`config.mk`:
```
export PLATFORM = sky130hd
export DESIGN_NAME = cache_event_counters
export DESIGN_NICKNAME = d
export VERILOG_FILES = /design/src/rtl/evcnt_pkg.sv /design/src/rtl/evcnt_ctrl.sv /design/src/rtl/evcnt_datapath.sv /design/src/rtl/cache_event_counters.sv
export SDC_FILE = /design/constraint.sdc
export NUM_CORES = 1
export LEC_CHECK = 0
export BUFFER_PORTS_ARGS = -buffer_cell sky130_fd_sc_hd__buf_4
export CELL_PAD_IN_SITES_DETAIL_PLACEMENT = 2
export CELL_PAD_IN_SITES_GLOBAL_PLACEMENT = 2
export CORE_ASPECT_RATIO = 1.2
export CORE_MARGIN = 2
export CORE_UTILIZATION = 40
export DETAILED_ROUTE_END_ITERATION = 8
export PLACE_DENSITY = 0.95
export SYNTH_ARGS = -nofsm -noshare
export SYNTH_HDL_FRONTEND = slang
export SYNTH_SLANG_ARGS = --single-unit
```
`constraint.sdc`:
```
create_clock -name clk -period 6.3 [get_ports clk]
set_input_delay 0.315 -clock clk [delete_from_list [all_inputs] [get_ports clk]]
set_output_delay 0.315 -clock clk [all_outputs]
set_load 0.05 [all_outputs]
```
`src/rtl/evcnt_pkg.sv`:
```
package evcnt_pkg;
  localparam int NUM_CNT     = 4;
  localparam int CNT_W       = 64;
  localparam int CODE_W      = 8;
  localparam int NUM_PULSE   = 10;
  localparam int NUM_QUAD    = 4;
  localparam int EV_PER_QUAD = 4;
  localparam int OCC_W       = 3;
  localparam int QUAD_BASE   = 128;
  localparam int QUAD_STRIDE = 16;
  localparam int NUM_OCC     = NUM_QUAD * EV_PER_QUAD;
  localparam int SEL_W       = $clog2(NUM_CNT);

  typedef struct packed {
    logic [NUM_CNT-1:0] readHit;
    logic [NUM_CNT-1:0] clearHit;
  } ctlStrobe_t;

  // Amount one counter adds this cycle for a given code.
  function automatic logic [OCC_W-1:0] eventAmount(
    input logic [CODE_W-1:0]        code,
    input logic [NUM_PULSE-1:0]     pulses,
    input logic [NUM_OCC*OCC_W-1:0] occ
  );
    logic [OCC_W-1:0] amt;
    amt = '0;
    for (int p = 1; p < NUM_PULSE; p++) begin
      if (int'(code) == p) amt = {{(OCC_W-1){1'b0}}, pulses[p]};
    end
    for (int q = 0; q < NUM_QUAD; q++) begin
      for (int k = 0; k < EV_PER_QUAD; k++) begin
        if (int'(code) == QUAD_BASE + q*QUAD_STRIDE + k)
          amt = occ[(q*EV_PER_QUAD+k)*OCC_W +: OCC_W];
      end
    end
    return amt;
  endfunction
endpackage

```
`src/rtl/evcnt_ctrl.sv`:
```
module evcnt_ctrl
  import evcnt_pkg::*;
#(
  parameter int N_CNT = NUM_CNT,
  parameter int C_W   = CODE_W,
  localparam int S_W  = $clog2(N_CNT)
) (
  input  logic                      clk,
  input  logic                      rstN,
  input  logic                      regValid,
  output logic                      regReady,
  input  logic                      regWrite,
  input  logic [S_W-1:0]            regSel,
  input  logic [C_W-1:0]            regEvent,
  input  logic                      regClrOnRd,
  output logic                      rdValid,
  output ctlStrobe_t                strobe,
  output logic [N_CNT-1:0][C_W-1:0] evCode
);
  logic [N_CNT-1:0] clrFlag;
  logic             accept;

  assign accept = regValid && regReady;

  always_comb begin
    strobe.readHit  = '0;
    strobe.clearHit = '0;
    for (int i = 0; i < N_CNT; i++) begin
      if (accept && !regWrite && int'(regSel) == i) begin
        strobe.readHit[i]  = 1'b1;
        strobe.clearHit[i] = clrFlag[i];
      end
    end
  end

  always_ff @(posedge clk) begin
    if (!rstN) begin
      regReady <= 1'b0;
      rdValid  <= 1'b0;
      clrFlag  <= '0;
      evCode   <= '0;
    end else begin
      regReady <= 1'b1;
      rdValid  <= accept && !regWrite;
      if (accept && regWrite) begin
        evCode[regSel]  <= regEvent;
        clrFlag[regSel] <= regClrOnRd;
      end
    end
  end

  AST_RD_NEXT: assert property (@(posedge clk) disable iff (!rstN)
    (regValid && regReady && !regWrite) |=> rdValid);
  AST_RD_ONE_CYCLE: assert property (@(posedge clk) disable iff (!rstN)
    !(regValid && regReady && !regWrite) |=> !rdValid);
  AST_ONE_READ: assert property (@(posedge clk) disable iff (!rstN)
    $onehot0(strobe.readHit));
endmodule

```
`src/rtl/evcnt_datapath.sv`:
```
module evcnt_datapath
  import evcnt_pkg::*;
#(
  parameter int N_CNT = NUM_CNT,
  parameter int W     = CNT_W,
  parameter int C_W   = CODE_W,
  parameter int N_P   = NUM_PULSE,
  parameter int N_O   = NUM_OCC,
  parameter int O_W   = OCC_W
) (
  input  logic                      clk,
  input  logic                      rstN,
  input  ctlStrobe_t                strobe,
  input  logic [N_CNT-1:0][C_W-1:0] evCode,
  input  logic [N_P-1:0]            evPulse,
  input  logic [N_O*O_W-1:0]        occLevel,
  output logic [W-1:0]              rdData
);
  logic [N_CNT-1:0][W-1:0] cnt;
  logic [W-1:0]            selCnt;

  for (genvar i = 0; i < N_CNT; i++) begin : g_cnt
    logic [O_W-1:0] amt;
    logic [W-1:0]   base;

    always_comb begin
      amt  = eventAmount(evCode[i], evPulse, occLevel);
      base = strobe.clearHit[i] ? '0 : cnt[i];
    end

    always_ff @(posedge clk) begin
      if (!rstN) cnt[i] <= '0;
      else       cnt[i] <= base + {{(W-O_W){1'b0}}, amt};
    end

    AST_CLEAR_RESTART: assert property (@(posedge clk) disable iff (!rstN)
      strobe.clearHit[i] |=> (cnt[i] < W'(1 << O_W)));
    AST_IDLE_HOLD: assert property (@(posedge clk) disable iff (!rstN)
      (evCode[i] == '0 && !strobe.clearHit[i]) |=> $stable(cnt[i]));
  end

  always_comb begin
    selCnt = '0;
    for (int i = 0; i < N_CNT; i++) begin
      if (strobe.readHit[i]) selCnt = cnt[i];
    end
  end

  always_ff @(posedge clk) begin
    if (!rstN)                   rdData <= '0;
    else if (|strobe.readHit)    rdData <= selCnt;
  end
endmodule

```
`src/rtl/cache_event_counters.sv`:
```
module cache_event_counters
  import evcnt_pkg::*;
(
  input  logic                     clk,
  input  logic                     rstN,
  input  logic                     regValid,
  output logic                     regReady,
  input  logic                     regWrite,
  input  logic [SEL_W-1:0]         regSel,
  input  logic [CODE_W-1:0]        regEvent,
  input  logic                     regClrOnRd,
  output logic                     rdValid,
  output logic [CNT_W-1:0]         rdData,
  input  logic [NUM_PULSE-1:0]     evPulse,
  input  logic [NUM_OCC*OCC_W-1:0] occLevel
);
  ctlStrobe_t                       strobe;
  logic [NUM_CNT-1:0][CODE_W-1:0]   evCode;

  evcnt_ctrl #(.N_CNT(NUM_CNT), .C_W(CODE_W)) u_ctrl (
    .clk(clk), .rstN(rstN), .regValid(regValid), .regReady(regReady),
    .regWrite(regWrite), .regSel(regSel), .regEvent(regEvent),
    .regClrOnRd(regClrOnRd), .rdValid(rdValid), .strobe(strobe),
    .evCode(evCode)
  );

  evcnt_datapath #(
    .N_CNT(NUM_CNT), .W(CNT_W), .C_W(CODE_W),
    .N_P(NUM_PULSE), .N_O(NUM_OCC), .O_W(OCC_W)
  ) u_dp (
    .clk(clk), .rstN(rstN), .strobe(strobe), .evCode(evCode),
    .evPulse(evPulse), .occLevel(occLevel), .rdData(rdData)
  );

  AST_RDATA_HOLD: assert property (@(posedge clk) disable iff (!rstN)
    !rdValid |-> $stable(rdData));
endmodule

```
# == After elaboration in Yosys (flattened, before gate mapping) ==
# Cells that the tools add are included.
# totals
ff_bits,358
inputBits,73
output_inout_bits,66
word_cells,255
# op_classes
add_sub_neg,4
n_lt_le_gt_ge,2
eq_ne,103
muxes,123
n_reduce_logical,11
# op_table
cell,count
equality test 8 bit (second input constant),64
two-way mux 64 bit,8
adder 64 x 3 -> 64 bit,4
two-way mux 3 bit,64
equality test 8 x 4 -> 1 bit (second input constant),16
equality test 8 x 3 -> 1 bit (second input constant),8
equality test 8 x 5 -> 1 bit (second input constant),8
two-way mux 1 bit,46
bitwise mux 32 bit,1
equality test 8 x 2 -> 1 bit (second input constant),4
demux 8 bit (select 2 bit),1
logical AND 1 bit,8
two-way mux 8 bit,1
bitwise mux 4 bit,1
equality test 2 bit (second input constant),2
OR reduction 4 bit,1
< comparator 2 x 3 -> 1 bit (second input constant),1
demux 1 bit (select 2 bit),1
equality test 2 x 1 -> 1 bit (second input constant),1
>= comparator 2 x 1 -> 1 bit (second input constant),1
logical NOT 2 bit,1
logical NOT 1 bit,1

# == Longest topological paths before layout ==
# Gate-level depths: netlist of run 1.
# logic_depth
depth_word,27
ltp_mapped,19

# == Modules after synthesis ==
# Synthesis of run 1 repeated with hierarchy kept, for this count alone.
# hier_totals
hier_cells,2749
hier_area_um2,21914.8
# by_module_without_submodules
mod,n_inst,cells_per_inst,area_each_um2,seq_area_each_um2
evcnt_datapath,1,2605,20463.4,6406.1
evcnt_ctrl,1,144,1451.4,760.7

# == Least setup slack after synthesis of run 1 ==
# OpenSTA, ideal clock, no wires.
# synth_path
path_kind,register -> register
start,register u_ctrl.evCode[17] (netlist name)
end,register u_dp.cnt[182] (netlist name)
t_arrival_ps,3842
required_time_ps,6172
setup_slack_ps,2331
path_stages_with_launch,20
synth_period_minus_slack_ps,3969
path_cell_list,dfxtp_1 -> clkbuf_1 -> clkbuf_1 -> clkbuf_1 -> nand2_1 -> nor2_1 -> o21ai_0 -> o211ai_1 -> nand2_1 -> a211oi_1 -> ha_1 -> inv_1 -> fa_1 -> nor2b_1 -> o2111ai_1 -> nor4_4 -> clkbuf_1 -> nand3_1 -> xnor2_1 -> nor2_1
# synth_via
elab_chain_len,27
word_cells_on_any_way,51
classes_between,add/sub: 1; eq/ne: 25; mux: 25
# synth_rtl
element,line,source
start: declaration,evcnt_ctrl.sv:18,output logic [N_CNT-1:0][C_W-1:0] evCode
start signal: indexed assignment,evcnt_ctrl.sv:46,evCode[regSel] <= regEvent;
equality test 8 x 2 -> 1 bit,evcnt_pkg.sv:28,"if (int'(code) == p) amt = {{(OCC_W-1){1'b0}}, pulses[p]};"
two-way mux 1 bit (9 in series),evcnt_pkg.sv:28,
two-way mux 3 bit (15 in series),evcnt_pkg.sv:32,if (int'(code) == QUAD_BASE + q*QUAD_STRIDE + k)
two-way mux 3 bit (*),evcnt_pkg.sv:32,
adder 64 x 3 -> 64 bit (*),evcnt_datapath.sv:33,"else cnt[i] <= base + {{(W-O_W){1'b0}}, amt};"
end signal: indexed assignment,evcnt_datapath.sv:33,
end: declaration,evcnt_datapath.sv:19,logic [N_CNT-1:0][W-1:0] cnt;
# Every way passes the cells marked *; elsewhere a longest branch is shown, timed or not.
# A chain may end at the register's enable or synchronous reset.

# == Final worst setup path of run 1 ==
# layout_path
start,register u_ctrl.evCode[12] (netlist name)
end,register u_dp.cnt[116] (netlist name)
# The elaborated chain is that of the path after synthesis.

==> results.rst, run 1 <==
.. list-table::
   :header-rows: 1

   * - Metric
     - Value
   * - Inserted Clock Buffers
     - 41
   * - Number of flip-flops and latches in the synthesized netlist
     - 358
   * - Synth Net Count
     - about 2.6k
   * - Worst-case hold path end point
     - u_ctrl.evCode[9]$_SDFFE_PN0P_
   * - Headroom to the max-slew limit
     - 0.148
   * - Later-pin clock latency in the skew report
     - 0.61 ns
   * - Cells after synthesis
     - ~2.5k
   * - Die outline height
     - 253 um
   * - Maximum VDD drop
     - 0.170 mV
   * - Proportion of synthesized chip area in sequential cells
     - 0.347
   * - Total Wirelength
     - 109 mm
   * - Library cells used by synthesis
     - 76
   * - FF/Latch Area
     - 7170 um2
   * - Chip Width
     - 211 um
   * - Biggest fanout along the worst timing path
     - 15
   * - Utilization after layout
     - 0.462
   * - Final Wtd Congestion
     - around 0.94
   * - Die footprint
     - 53500 um2
   * - Remaining global-route overflow
     - 0
   * - Slew Viols, Final
     - 0
   * - Antenna violations before repair
     - 7
   * - Finish-stage setup viols
     - 0
   * - Setup CP Type
     - flip-flop to flip-flop
   * - Number of nets with antenna violations after detailed routing
     - 0
   * - Starting DRC count in detailed routing
     - 2154
   * - Via count of the first global-routing pass
     - 25.2k
   * - Clock input transition at the sequential cells of the worst setup and hold paths
     - 0.06 ns
   * - Final period util
     - 0.905
   * - Wire length of the first global-routing pass
     - about 160 mm
   * - Share of layout cells above drive strength 1
     - 0.139
   * - Mean routed wirelength per cell
     - 33.2 um
   * - Netlist area before placement
     - 20700 um2
   * - Detailed-placement wirelength estimate
     - roughly 70 mm
   * - Pin count of the biggest net entering global routing
     - 93
   * - Number of buffers inserted for hold repair after clock tree synthesis
     - 0
   * - Hold crit path type
     - input port to flip-flop
   * - Fillcell total
     - 5555
   * - Via Count
     - 22.7k
   * - Run status
     - finished clean
   * - Commonest cells after routing, fill and taps aside
     - sky130_fd_sc_hd__dfxtp_1 (357), sky130_fd_sc_hd__nand2_1 (334), sky130_fd_sc_hd__nor2_1 (297)
   * - Area growth syn-to-layout
     - 14.6%
   * - Minimum hold slack
     - approximately 0.033 ns
   * - RR Endpoint
     - u_dp.cnt[116]$_SDFF_PN0_
   * - Sort of element at the start of the critical path
     - flip-flop
   * - Hold Violations, Final
     - 0
   * - Min cycle time layout
     - ~5.7 ns
   * - Via density per instance
     - 6.93
   * - Data arrival time of the critical path
     - 6.15 ns
   * - Static Leakage
     - 7.87 nW
   * - Critical Path End Type
     - flip-flop
   * - Worst R2R Start
     - u_ctrl.evCode[12]$_SDFFE_PN0P_
   * - Number of flops mapped to enable cells by yosys
     - 0
   * - Number of top-level pins
     - 139
   * - Combined global-route utilization of all metal layers
     - 0.403
   * - Power per cell area
     - 214 nW/um2
   * - Number of maximum-capacitance constraint violations
     - 0
   * - Transition time at the pin with the least slew margin
     - 1.28 ns
   * - Floorplan core area
     - between 50000 and 60000 um2
   * - Placement-stage worst setup slack
     - between 0.9 and 1 ns
   * - Initial core utilization
     - 0.403
   * - Aggregate negative setup slack
     - 0 ns
   * - Smallest setup slack after layout
     - 0.600 ns
   * - Timing-limited maximum frequency
     - 175 MHz
   * - Launch point of the worst hold path
     - regEvent[1]
   * - Unrepaired setup endpoints after global routing
     - no
   * - Placement row count
     - 91
   * - Share of synthesized flip-flops with an asynchronous set or reset
     - 0
   * - H-Tree Level Count
     - 2
   * - Total of warnings raised by yosys
     - 0
   * - Nets
     - ~2.7k
   * - Hold Path Cell Cnt
     - 3
   * - Post-synth top flop
     - sky130_fd_sc_hd__dfxtp_1
   * - Endpoint required time on the critical path
     - 6.75 ns
   * - Largest buffer count on any clock path
     - 3
   * - Count of cells along the worst register-to-register path
     - 15
   * - Clock tree from TritonCTS
     - yes
   * - Number of port buffers
     - 137
   * - Register-to-Register Setup Slack
     - 0.60 ns
   * - Final Skew
     - 0.0343 ns
   * - Remaining design rule violation count
     - 0
   * - Most common cell after layout, fill and taps aside
     - sky130_fd_sc_hd__dfxtp_1
   * - CTS Root Buffer Type
     - sky130_fd_sc_hd__clkbuf_16
   * - CTS sink cnt
     - about 360
   * - Mean area per synthesized cell
     - 8.20 um2
   * - First element of the critical path
     - u_ctrl.evCode[12]$_SDFFE_PN0P_
   * - Area of the multi-input gates
     - 12700 um2
   * - Total iterations of the first detailed-routing run
     - 7
   * - Total chip power
     - 0.00507 W
[critical path: stages, from the launching register on]
cell,delay [ns]
sky130_fd_sc_hd__dfxtp_1,0.65
sky130_fd_sc_hd__nor4bb_1,0.80
sky130_fd_sc_hd__a22oi_1,0.13
sky130_fd_sc_hd__a2111o_1,0.46
sky130_fd_sc_hd__o2111ai_1,0.09
sky130_fd_sc_hd__a2bb2oi_1,0.32
sky130_fd_sc_hd__ha_1,0.24
sky130_fd_sc_hd__inv_1,0.06
sky130_fd_sc_hd__fa_1,0.44
sky130_fd_sc_hd__nor2b_1,0.32
sky130_fd_sc_hd__o21ai_0,0.29
sky130_fd_sc_hd__nor4_2,0.36
sky130_fd_sc_hd__buf_4,0.21
sky130_fd_sc_hd__nand4_1,0.45
sky130_fd_sc_hd__o21ai_0,0.57
sky130_fd_sc_hd__a21oi_1,0.14
[repair_timing]
| item | CTS | global route |
|---|---|---|
| setup buffers | 0 | 0 |
| gates resized for setup | 0 | 1 |
| setup endpoints to repair | 0 | 1 |
[sequential cells by signal, indices dropped and copies added, names as in the netlist]
register         flops
u_dp.cnt           256
u_dp.rdData         64
u_ctrl.evCode       32
u_ctrl.clrFlag       4
u_ctrl.rdValid       1
u_ctrl.regReady      1
[how the worst max path moves through the flow]
stage / endpoint / slack, ns / cells after the start
final: u_dp.cnt[116]$_SDFF_PN0_ / 0.60 / 15
after global routing: u_dp.cnt[116]$_SDFF_PN0_ / 0.34 / 15
after CTS: u_dp.cnt[116]$_SDFF_PN0_ / 0.43 / 16
after detailed placement: u_dp.cnt[116]$_SDFF_PN0_ / 0.91 / 16
after global placement: u_dp.cnt[124]$_SDFF_PN0_ / 1.35 / 16
after floorplan: u_dp.cnt[182]$_SDFF_PN0_ / 2.33 / 19
[final cells by class]
type	instances	share of cell area
diodes	1	0.000106
well taps	651	0.0344
multi-input cells	1949	0.536
flip-flops and latches	358	0.303
clock inverters	10	0.00555
repair buffers	186	0.0590
inverters	65	0.0105
clock buffers	60	0.0511
[cell usage after synthesis, types with 49 or more instances]
cell	n	area, um2
sky130_fd_sc_hd__mux2i_1	62	621
sky130_fd_sc_hd__o21ai_0	81	405
sky130_fd_sc_hd__clkbuf_1	117	439
sky130_fd_sc_hd__xnor2_1	90	788
sky130_fd_sc_hd__inv_1	65	244
sky130_fd_sc_hd__nor2_1	299	1120
sky130_fd_sc_hd__nand4_1	86	538
sky130_fd_sc_hd__mux4_2	73	1640
sky130_fd_sc_hd__nor4_1	58	363
sky130_fd_sc_hd__xor2_1	81	709
sky130_fd_sc_hd__dfxtp_1	358	7170
sky130_fd_sc_hd__a21oi_1	162	811
sky130_fd_sc_hd__nand3_1	116	581
sky130_fd_sc_hd__nand2_1	334	1250
sky130_fd_sc_hd__or3_1	49	307
sky130_fd_sc_hd__nor3_1	58	290
[per-stage QoR]
step,cells,area (um2)
after floorplan,2520,20700
after global placement,3209,22300
after detailed placement,3209,22300
after CTS,3279,23700
after global routing,3279,23700
final,3280,23700
[kinds of logic (layout without fill, tap and decap cells)]
kind of cell / count (synthesis) / count (layout) / synth area share
compound gates: 407 / 407 / 0.122
xor+xnor: 171 / 171 / 0.0725
fa+ha+maj: 16 / 16 / 0.0111
buf+inv: 213 / 321 / 0.0395
flops: 358 / 358 / 0.347
mux: 148 / 148 / 0.117
other cells: 0 / 1 / 0
simple gates: 1207 / 1207 / 0.291
[per-layer routing]
layer | global-route usage | vias up | wire length [um]
met3 | 0.0734 | 659 | 7810
met1 | 0.436 | 11400 | 38300
met5 | 0 | - | 86
li1 | - | 9221 | -
met2 | 0.690 | 1469 | 52900
met4 | 0.329 | 12 | 9840
[report_power, final]
group,internal [W],total [W],leakage (nW),switching (W)
Combinational,0.0000900,0.000282,4.34,0.000192
Sequential,0.00227,0.00228,2.88,0.0000114
Clock,0.00142,0.00251,0.654,0.00110
Total,0.00377,0.00507,7.87,0.00130
(Power assumes the default switching activity.)
==> run 2, diff against run 1 <==
CORE_UTILIZATION = 37   (was 40)
PLACE_DENSITY = 0.89   (was 0.95)
clock period = 5.4 ns   (was 6.3 ns; I/O delays follow)
==> results.rst, run 2 (synthesis results as in run 1) <==
.. list-table::
   :header-rows: 1

   * - Metric
     - Value
   * - Run status
     - finished clean
   * - Hold Path Cell Cnt
     - 3 (unchanged)
   * - Biggest fanout along the worst timing path
     - 7 (-8)
   * - Area growth syn-to-layout
     - 15.6%
   * - Mean routed wirelength per cell
     - 29.9 um (-10%)
   * - Slew Viols, Final
     - 0 (unchanged)
   * - Remaining design rule violation count
     - 0 (unchanged)
   * - Combined global-route utilization of all metal layers
     - 0.344 (-0.0590)
   * - Hold Violations, Final
     - 0 (unchanged)
   * - Placement row count
     - 94 (+3.3%)
   * - CTS sink cnt
     - 358 (unchanged)
   * - Antenna violations before repair
     - 4 (-3)
   * - Number of nets with antenna violations after detailed routing
     - 0 (unchanged)
   * - Total Wirelength
     - 100 mm (-7.8%)
   * - Most common cell after layout, fill and taps aside
     - sky130_fd_sc_hd__dfxtp_1
   * - Aggregate negative setup slack
     - 0 ns (unchanged)
   * - Final Skew
     - 0.0212 ns (-0.0131 ns)
   * - Registers with the most flip-flops
     - u_dp.cnt: 256 flops, u_dp.rdData: 64 flops, u_ctrl.evCode: 32 flops
   * - Setup CP Type
     - flip-flop to flip-flop
   * - Clock input transition at the sequential cells of the worst setup and hold paths
     - 0.07 ns (about the same)
   * - Later-pin clock latency in the skew report
     - 0.59 ns (-0.02 ns)
   * - Commonest cells after routing, fill and taps aside
     - sky130_fd_sc_hd__dfxtp_1 (358), sky130_fd_sc_hd__nand2_1 (334), sky130_fd_sc_hd__nor2_1 (297)
   * - Total iterations of the first detailed-routing run
     - 6 (-1)
   * - Remaining global-route overflow
     - 0 (unchanged)
   * - Worst R2R Start
     - u_ctrl.evCode[31]$_SDFFE_PN0P_
   * - Minimum hold slack
     - 0.0266 ns (-0.00649 ns)
   * - Inserted Clock Buffers
     - 41 (unchanged)
   * - Via Count
     - 21.6k (-5.0%)
   * - Launch point of the worst hold path
     - regEvent[3]
   * - CTS Root Buffer Type
     - sky130_fd_sc_hd__clkbuf_16
   * - Uppermost signal routing layer after detailed routing
     - met5
   * - Count of cells along the worst register-to-register path
     - 13 (-2)
   * - Largest buffer count on any clock path
     - 3 (unchanged)
   * - Power per cell area
     - 248 nW/um2 (+16%)
   * - Nets
     - 2701 (+0.41%)
   * - Timing-limited maximum frequency
     - 193 MHz (+9.9%)
   * - Unrepaired setup endpoints after global routing
     - no
   * - Maximum VDD drop
     - 0.233 mV (+37%)
   * - Sort of element at the start of the critical path
     - flip-flop
   * - Die footprint
     - 57700 um2 (+8.0%)
   * - Number of maximum-capacitance constraint violations
     - 0 (unchanged)
   * - Chip Width
     - 220 um (+3.9%)
   * - Static Leakage
     - 7.95 nW (+0.93%)
   * - Endpoint required time on the critical path
     - 5.90 ns (-0.85 ns)
   * - Die outline height
     - 263 um (+3.9%)
   * - Detailed-placement wirelength estimate
     - 65.6 mm (-6.4%)
   * - Min cycle time layout
     - 5.19 ns (-0.512 ns)
   * - Clock tree from TritonCTS
     - yes
   * - Via count of the first global-routing pass
     - 24.1k (-4.3%)
   * - Final Wtd Congestion
     - 0.972 (+3.2%)
   * - Met2 wire length
     - 50.3 mm (-5.0%)
   * - Number of top-level pins
     - 139 (unchanged)
   * - Flip-flop count of the largest register, all copies and words added
     - 256 (unchanged)
   * - Starting DRC count in detailed routing
     - 1720 (-20%)
   * - Critical Path End Type
     - flip-flop
   * - Hold crit path type
     - input port to flip-flop
   * - Fillcell total
     - 6085 (+9.5%)
   * - Share of layout cells above drive strength 1
     - 0.141 (+0.00186)
   * - Floorplan core area
     - 55000 um2 (+7.4%)
   * - Met3 wire len
     - 5.35 mm (-32%)
   * - Routed met1 length
     - 36.7 mm (-4.1%)
   * - Register-to-Register Setup Slack
     - 0.21 ns (-0.39 ns)
   * - RR Endpoint
     - u_dp.cnt[254]$_SDFF_PN0_
   * - Headroom to the max-slew limit
     - 0.221 (+0.0728)
   * - Initial core utilization
     - 0.375 (-0.0279)
   * - Transition time at the pin with the least slew margin
     - 1.17 ns (-0.109 ns)
   * - Data arrival time of the critical path
     - 5.69 ns (-0.46 ns)
   * - Utilization after layout
     - 0.434 (-0.0279)
   * - Wire length of the first global-routing pass
     - 152 mm (-6.6%)
   * - Pin count of the biggest net entering global routing
     - 103 (+11%)
   * - Number of port buffers
     - 137 (unchanged)
   * - Final period util
     - 0.961 (+0.0559)
   * - H-Tree Level Count
     - 2 (unchanged)
   * - Register with the most flip-flops
     - u_dp.cnt
   * - Via density per instance
     - 6.42 (-7.4%)
   * - Worst-case hold path end point
     - u_ctrl.evCode[27]$_SDFFE_PN0P_
   * - Finish-stage setup viols
     - 0 (unchanged)
-- run 2: how the worst max path moves through the flow --
stage / from / to / slack (ns) / depth (start not counted)
2_1_floorplan: u_ctrl.evCode[17]$_SDFFE_PN0P_ / u_dp.cnt[182]$_SDFF_PN0_ / 1.43 / 19
5_1_grt: u_ctrl.evCode[31]$_SDFFE_PN0P_ / u_dp.cnt[254]$_SDFF_PN0_ / 0.007 / 13
3_3_place_gp: u_ctrl.evCode[28]$_SDFFE_PN0P_ / u_dp.cnt[252]$_SDFF_PN0_ / 0.69 / 13
3_5_place_dp: u_ctrl.evCode[28]$_SDFFE_PN0P_ / u_dp.cnt[252]$_SDFF_PN0_ / 0.38 / 13
4_1_cts: u_ctrl.evCode[28]$_SDFFE_PN0P_ / u_dp.cnt[252]$_SDFF_PN0_ / 0.20 / 13
6_report: u_ctrl.evCode[31]$_SDFFE_PN0P_ / u_dp.cnt[254]$_SDFF_PN0_ / 0.21 / 13
-- run 2: through the flow --
step	setup WS [ns]	instances	instance area (um2)	total power, W
2_1_floorplan	1.43	2520	20700	0.00287
3_3_place_gp	0.687	3282	22400	0.00301
5_1_grt	0.00711	3363	23900	0.00608
6_report	0.212	3364	23900	0.00593
4_1_cts	0.200	3363	23900	0.00595
3_5_place_dp	0.384	3282	22400	0.00303
-- run 2: what timing repair did --
item / in CTS / in global routing
hold endpoints to repair: 10 / 0
endpoints found under the setup margin: 0 / 3
hold buffers: 7 / 0
setup buffers: 0 / 0
resized for setup: 0 / 2
-- run 2: worst max-delay path, stage by stage, from the launching register on --
cell and delay (ns):
sky130_fd_sc_hd__dfxtp_1 0.40, sky130_fd_sc_hd__nor4bb_1 0.59, sky130_fd_sc_hd__buf_4 0.24, sky130_fd_sc_hd__a22oi_1 0.09, sky130_fd_sc_hd__or4_1 0.52, sky130_fd_sc_hd__a32oi_1 0.35
sky130_fd_sc_hd__o22ai_1 0.16, sky130_fd_sc_hd__fa_1 0.49, sky130_fd_sc_hd__nor2b_1 0.28, sky130_fd_sc_hd__o21a_1 0.35, sky130_fd_sc_hd__and4_1 0.42, sky130_fd_sc_hd__nand4_1 0.46
sky130_fd_sc_hd__or3_1 0.55, sky130_fd_sc_hd__a21oi_1 0.19
-- run 2: per-layer routing --
metal / track usage / vias up
met2: 0.603 / 948
met3: 0.0559 / 425
met5: 0 / -
met1: 0.374 / 11000
met4: 0.245 / 4
li1: - / 9250
-- run 2: where the power goes --
part	switching (W)	leakage (nW)	total (W)	internal [W]
registers	0.0000111	2.88	0.00266	0.00265
logic	0.000217	4.39	0.000326	0.000109
clock network	0.00126	0.676	0.00295	0.00170
total	0.00148	7.95	0.00593	0.00445
-- run 2: area by class of cell --
class                           instances  area, um2  share of cell area
Antenna cell                            1       2.50            0.000105
Clock buffer                           64       1250              0.0525
Clock inverter                         10        108             0.00450
Inverter                               65        249              0.0104
Multi-Input combinational cell       1949      12700               0.532
Sequential cell                       358       7170               0.300
Tap cell                              720        901              0.0377
Timing Repair Buffer                  197       1500              0.0627
==> run 3, diff against run 2 <==
CORE_UTILIZATION = 38   (was 37)
CTS_BUF_LIST = sky130_fd_sc_hd__clkbuf_8   (was not set)
PLACE_DENSITY = 0.91   (was 0.89)
SKIP_LAST_GASP = 1   (was not set)
==> results.rst, run 3 (synthesis results as in run 1) <==
.. list-table::
   :header-rows: 1

   * - Metric
     - Value
   * - Run status
     - finished clean
   * - Max incr delay on CP
     - 0.72 ns (+0.13 ns)
   * - Aggregate negative setup slack
     - 0 ns (unchanged)
   * - Most common cell after layout, fill and taps aside
     - sky130_fd_sc_hd__dfxtp_1
   * - Share of layout cells above drive strength 1
     - 0.151 (+0.0106)
   * - Later-pin clock latency in the skew report
     - 0.71 ns (+0.12 ns)
   * - Total chip power
     - 0.00575 W (-3.1%)
   * - Min cycle time layout
     - 5.26 ns (+0.0737 ns)
   * - Timing-limited maximum frequency
     - 190 MHz (-1.4%)
   * - Smallest setup slack after layout
     - 0.139 ns (-0.0737 ns)
   * - Antenna violations before repair
     - 5 (+1)
   * - Nets
     - 2729 (+1.0%)
   * - Cell-by-cell listing of the critical path
     - nand2b_1 -> nor4b_1 -> a32o_1 -> a221o_1 -> nand2_1 -> nand3_1 -> ha_1 -> o21ai_0 -> nor2_1 -> nand3_1 -> buf_4 -> nor4_1 -> nand4_1 -> a21oi_1
   * - Chip Width
     - 217 um (-1.3%)
   * - Flip-flop count of the largest register, all copies and words added
     - 256 (unchanged)
   * - Remaining design rule violation count
     - 0 (unchanged)
   * - Combined global-route utilization of all metal layers
     - 0.370 (+0.0251)
   * - Slew Viols, Final
     - 0 (unchanged)
   * - Clock input transition at the sequential cells of the worst setup and hold paths
     - 0.07 ns (about the same)
   * - Area growth syn-to-layout
     - 15.6% (about the same)
   * - Number of maximum-capacitance constraint violations
     - 0 (unchanged)
   * - Die outline height
     - 259 um (-1.3%)
   * - Final Wtd Congestion
     - 0.979 (+0.77%)
   * - Final Skew
     - 0.0409 ns (+0.0198 ns)
   * - Register with the most flip-flops
     - u_dp.cnt
   * - CTS sink cnt
     - 358 (unchanged)
   * - Clock tree from TritonCTS
     - yes
   * - Die footprint
     - 56200 um2 (-2.6%)
   * - Power per cell area
     - 241 nW/um2 (-3.1%)
   * - Total iterations of the first detailed-routing run
     - 5 (-1)
   * - Via density per instance
     - 6.56 (+2.2%)
   * - Critical Path End Type
     - flip-flop
   * - Pin count of the biggest net entering global routing
     - 115 (+12%)
   * - Number of top-level pins
     - 139 (unchanged)
   * - Hold crit path type
     - input port to flip-flop
   * - Maximum VDD drop
     - 0.199 mV (-15%)
   * - Placement row count
     - 93 (-1.1%)
   * - Largest buffer count on any clock path
     - 3 (unchanged)
   * - CTS Root Buffer Type
     - sky130_fd_sc_hd__clkbuf_8
   * - Commonest cells after routing, fill and taps aside
     - sky130_fd_sc_hd__dfxtp_1 (358), sky130_fd_sc_hd__nand2_1 (334), sky130_fd_sc_hd__nor2_1 (297)
   * - Transition time at the pin with the least slew margin
     - 1.25 ns (+0.0794 ns)
   * - Initial core utilization
     - 0.384 (+0.00896)
   * - Register-to-Register Setup Slack
     - 0.14 ns (-0.07 ns)
   * - Starting DRC count in detailed routing
     - 1835 (+6.7%)
   * - Total Wirelength
     - 105 mm (+4.8%)
   * - Placement-stage worst setup slack
     - 0.460 ns (+0.0757 ns)
   * - Wire length of the first global-routing pass
     - 160 mm (+4.7%)
   * - Via Count
     - 22.3k (+3.2%)
   * - Biggest fanout along the worst timing path
     - 15 (+8)
   * - Data arrival time of the critical path
     - 5.88 ns (+0.19 ns)
   * - Static Leakage
     - 8.03 nW (+1.0%)
   * - Registers with the most flip-flops
     - u_dp.cnt: 256 flops, u_dp.rdData: 64 flops, u_ctrl.evCode: 32 flops
   * - Finish-stage setup viols
     - 0 (unchanged)
   * - Sort of element at the start of the critical path
     - flip-flop
   * - Floorplan core area
     - 53800 um2 (-2.3%)
   * - Post-layout instance count excluding filler cells
     - 3396 (+0.95%)
   * - Kind of cell with the highest combined delay on the critical path
     - simple AND/OR/NAND/NOR gates
   * - Cell count after placement
     - 3279 (-0.091%)
   * - Number of nets with antenna violations after detailed routing
     - 0 (unchanged)
   * - Unrepaired setup endpoints after global routing
     - no
   * - Detailed-placement wirelength estimate
     - 67.1 mm (+2.2%)
   * - Inserted Clock Buffers
     - 61 (+49%)
   * - Hold Violations, Final
     - 0 (unchanged)
   * - Minimum hold slack
     - 0.373 ns (+0.346 ns)
   * - Number of port buffers
     - 137 (unchanged)
   * - Headroom to the max-slew limit
     - 0.165 (-0.0560)
   * - Mean routed wirelength per cell
     - 31.0 um (+3.8%)
   * - Most frequent cell on the critical path
     - sky130_fd_sc_hd__nand3_1
   * - Via count of the first global-routing pass
     - 25.0k (+3.9%)
   * - Final period util
     - 0.974 (+0.0137)
   * - Setup CP Type
     - flip-flop to flip-flop
   * - Slowest CP cell
     - sky130_fd_sc_hd__dfxtp_1
   * - Endpoint required time on the critical path
     - 6.02 ns (+0.12 ns)
   * - Fillcell total
     - 5965 (-2.0%)
   * - Number of buffer and inverter stages on the critical path
     - 1 (unchanged)
   * - Remaining global-route overflow
     - 0 (unchanged)
   * - H-Tree Level Count
     - 2 (unchanged)
[run 3: cell type report]
cell class                 instances  area, um2  area share
multi-input combinational       1949      12700       0.532
sequential                       358       7170       0.300
timing repair buffer             205       1560      0.0655
clock buffer                      77       1060      0.0444
tap                              712        891      0.0373
inverter                          65        249      0.0104
clock inverter                    29        239      0.0100
antenna                            1       2.50    0.000105
[run 3: worst paths after layout]
kind,cells past startpoint,to,start
worst max-delay path,14,u_dp.cnt[37]$_SDFF_PN0_,u_ctrl.evCode[1]$_SDFFE_PN0P_
worst min-delay path,6,u_dp.cnt[0]$_SDFF_PN0_,regSel[1]
worst max register to register,14,u_dp.cnt[37]$_SDFF_PN0_,u_ctrl.evCode[1]$_SDFFE_PN0P_
worst min register to register,2,u_dp.rdData[38]$_SDFFE_PN0P_,u_dp.rdData[38]$_SDFFE_PN0P_
[run 3: power by group]
group | total [W] | switching (W) | leakage, nW | internal (W)
clock network | 0.00276 | 0.00130 | 0.717 | 0.00147
registers | 0.00266 | 0.0000117 | 2.88 | 0.00265
logic | 0.000328 | 0.000217 | 4.43 | 0.000111
total | 0.00575 | 0.00152 | 8.03 | 0.00422
[run 3: stage by stage]
stage	instance area, um2	utilization
floorplan	20700	-
global placement	22500	0.418
detailed placement	22500	0.418
CTS	23900	0.444
global route	23900	0.444
finish	23900	0.444
[run 3: worst reg2reg max path, cell delays in order (launching register included)]
cell                       delay (ns)
sky130_fd_sc_hd__dfxtp_1         0.72
sky130_fd_sc_hd__nand2b_1        0.46
sky130_fd_sc_hd__nor4b_1         0.13
sky130_fd_sc_hd__a32o_1          0.24
sky130_fd_sc_hd__a221o_1         0.26
sky130_fd_sc_hd__nand2_1         0.10
sky130_fd_sc_hd__nand3_1         0.17
sky130_fd_sc_hd__ha_1            0.46
sky130_fd_sc_hd__o21ai_0         0.21
sky130_fd_sc_hd__nor2_1          0.43
sky130_fd_sc_hd__nand3_1         0.51
sky130_fd_sc_hd__buf_4           0.42
sky130_fd_sc_hd__nor4_1          0.60
sky130_fd_sc_hd__nand4_1         0.24
sky130_fd_sc_hd__a21oi_1         0.23
[run 3: metal layers]
metal  vias to the layer above  track usage  part of all wire
li1                       9309            -                 -
met1                     11200        0.403              0.36
met2                      1263        0.635              0.49
met3                       534       0.0716             0.071
met4                         6        0.280             0.082
met5                         -            0           0.00033
[run 3: what timing repair did]
action / CTS / global route
resized for setup: 0 / 2
hold buffers: 10 / 0
buffers inserted: 0 / 0
hold endpoints to repair: 37 / 0
endpoints found under the setup margin: 0 / 6
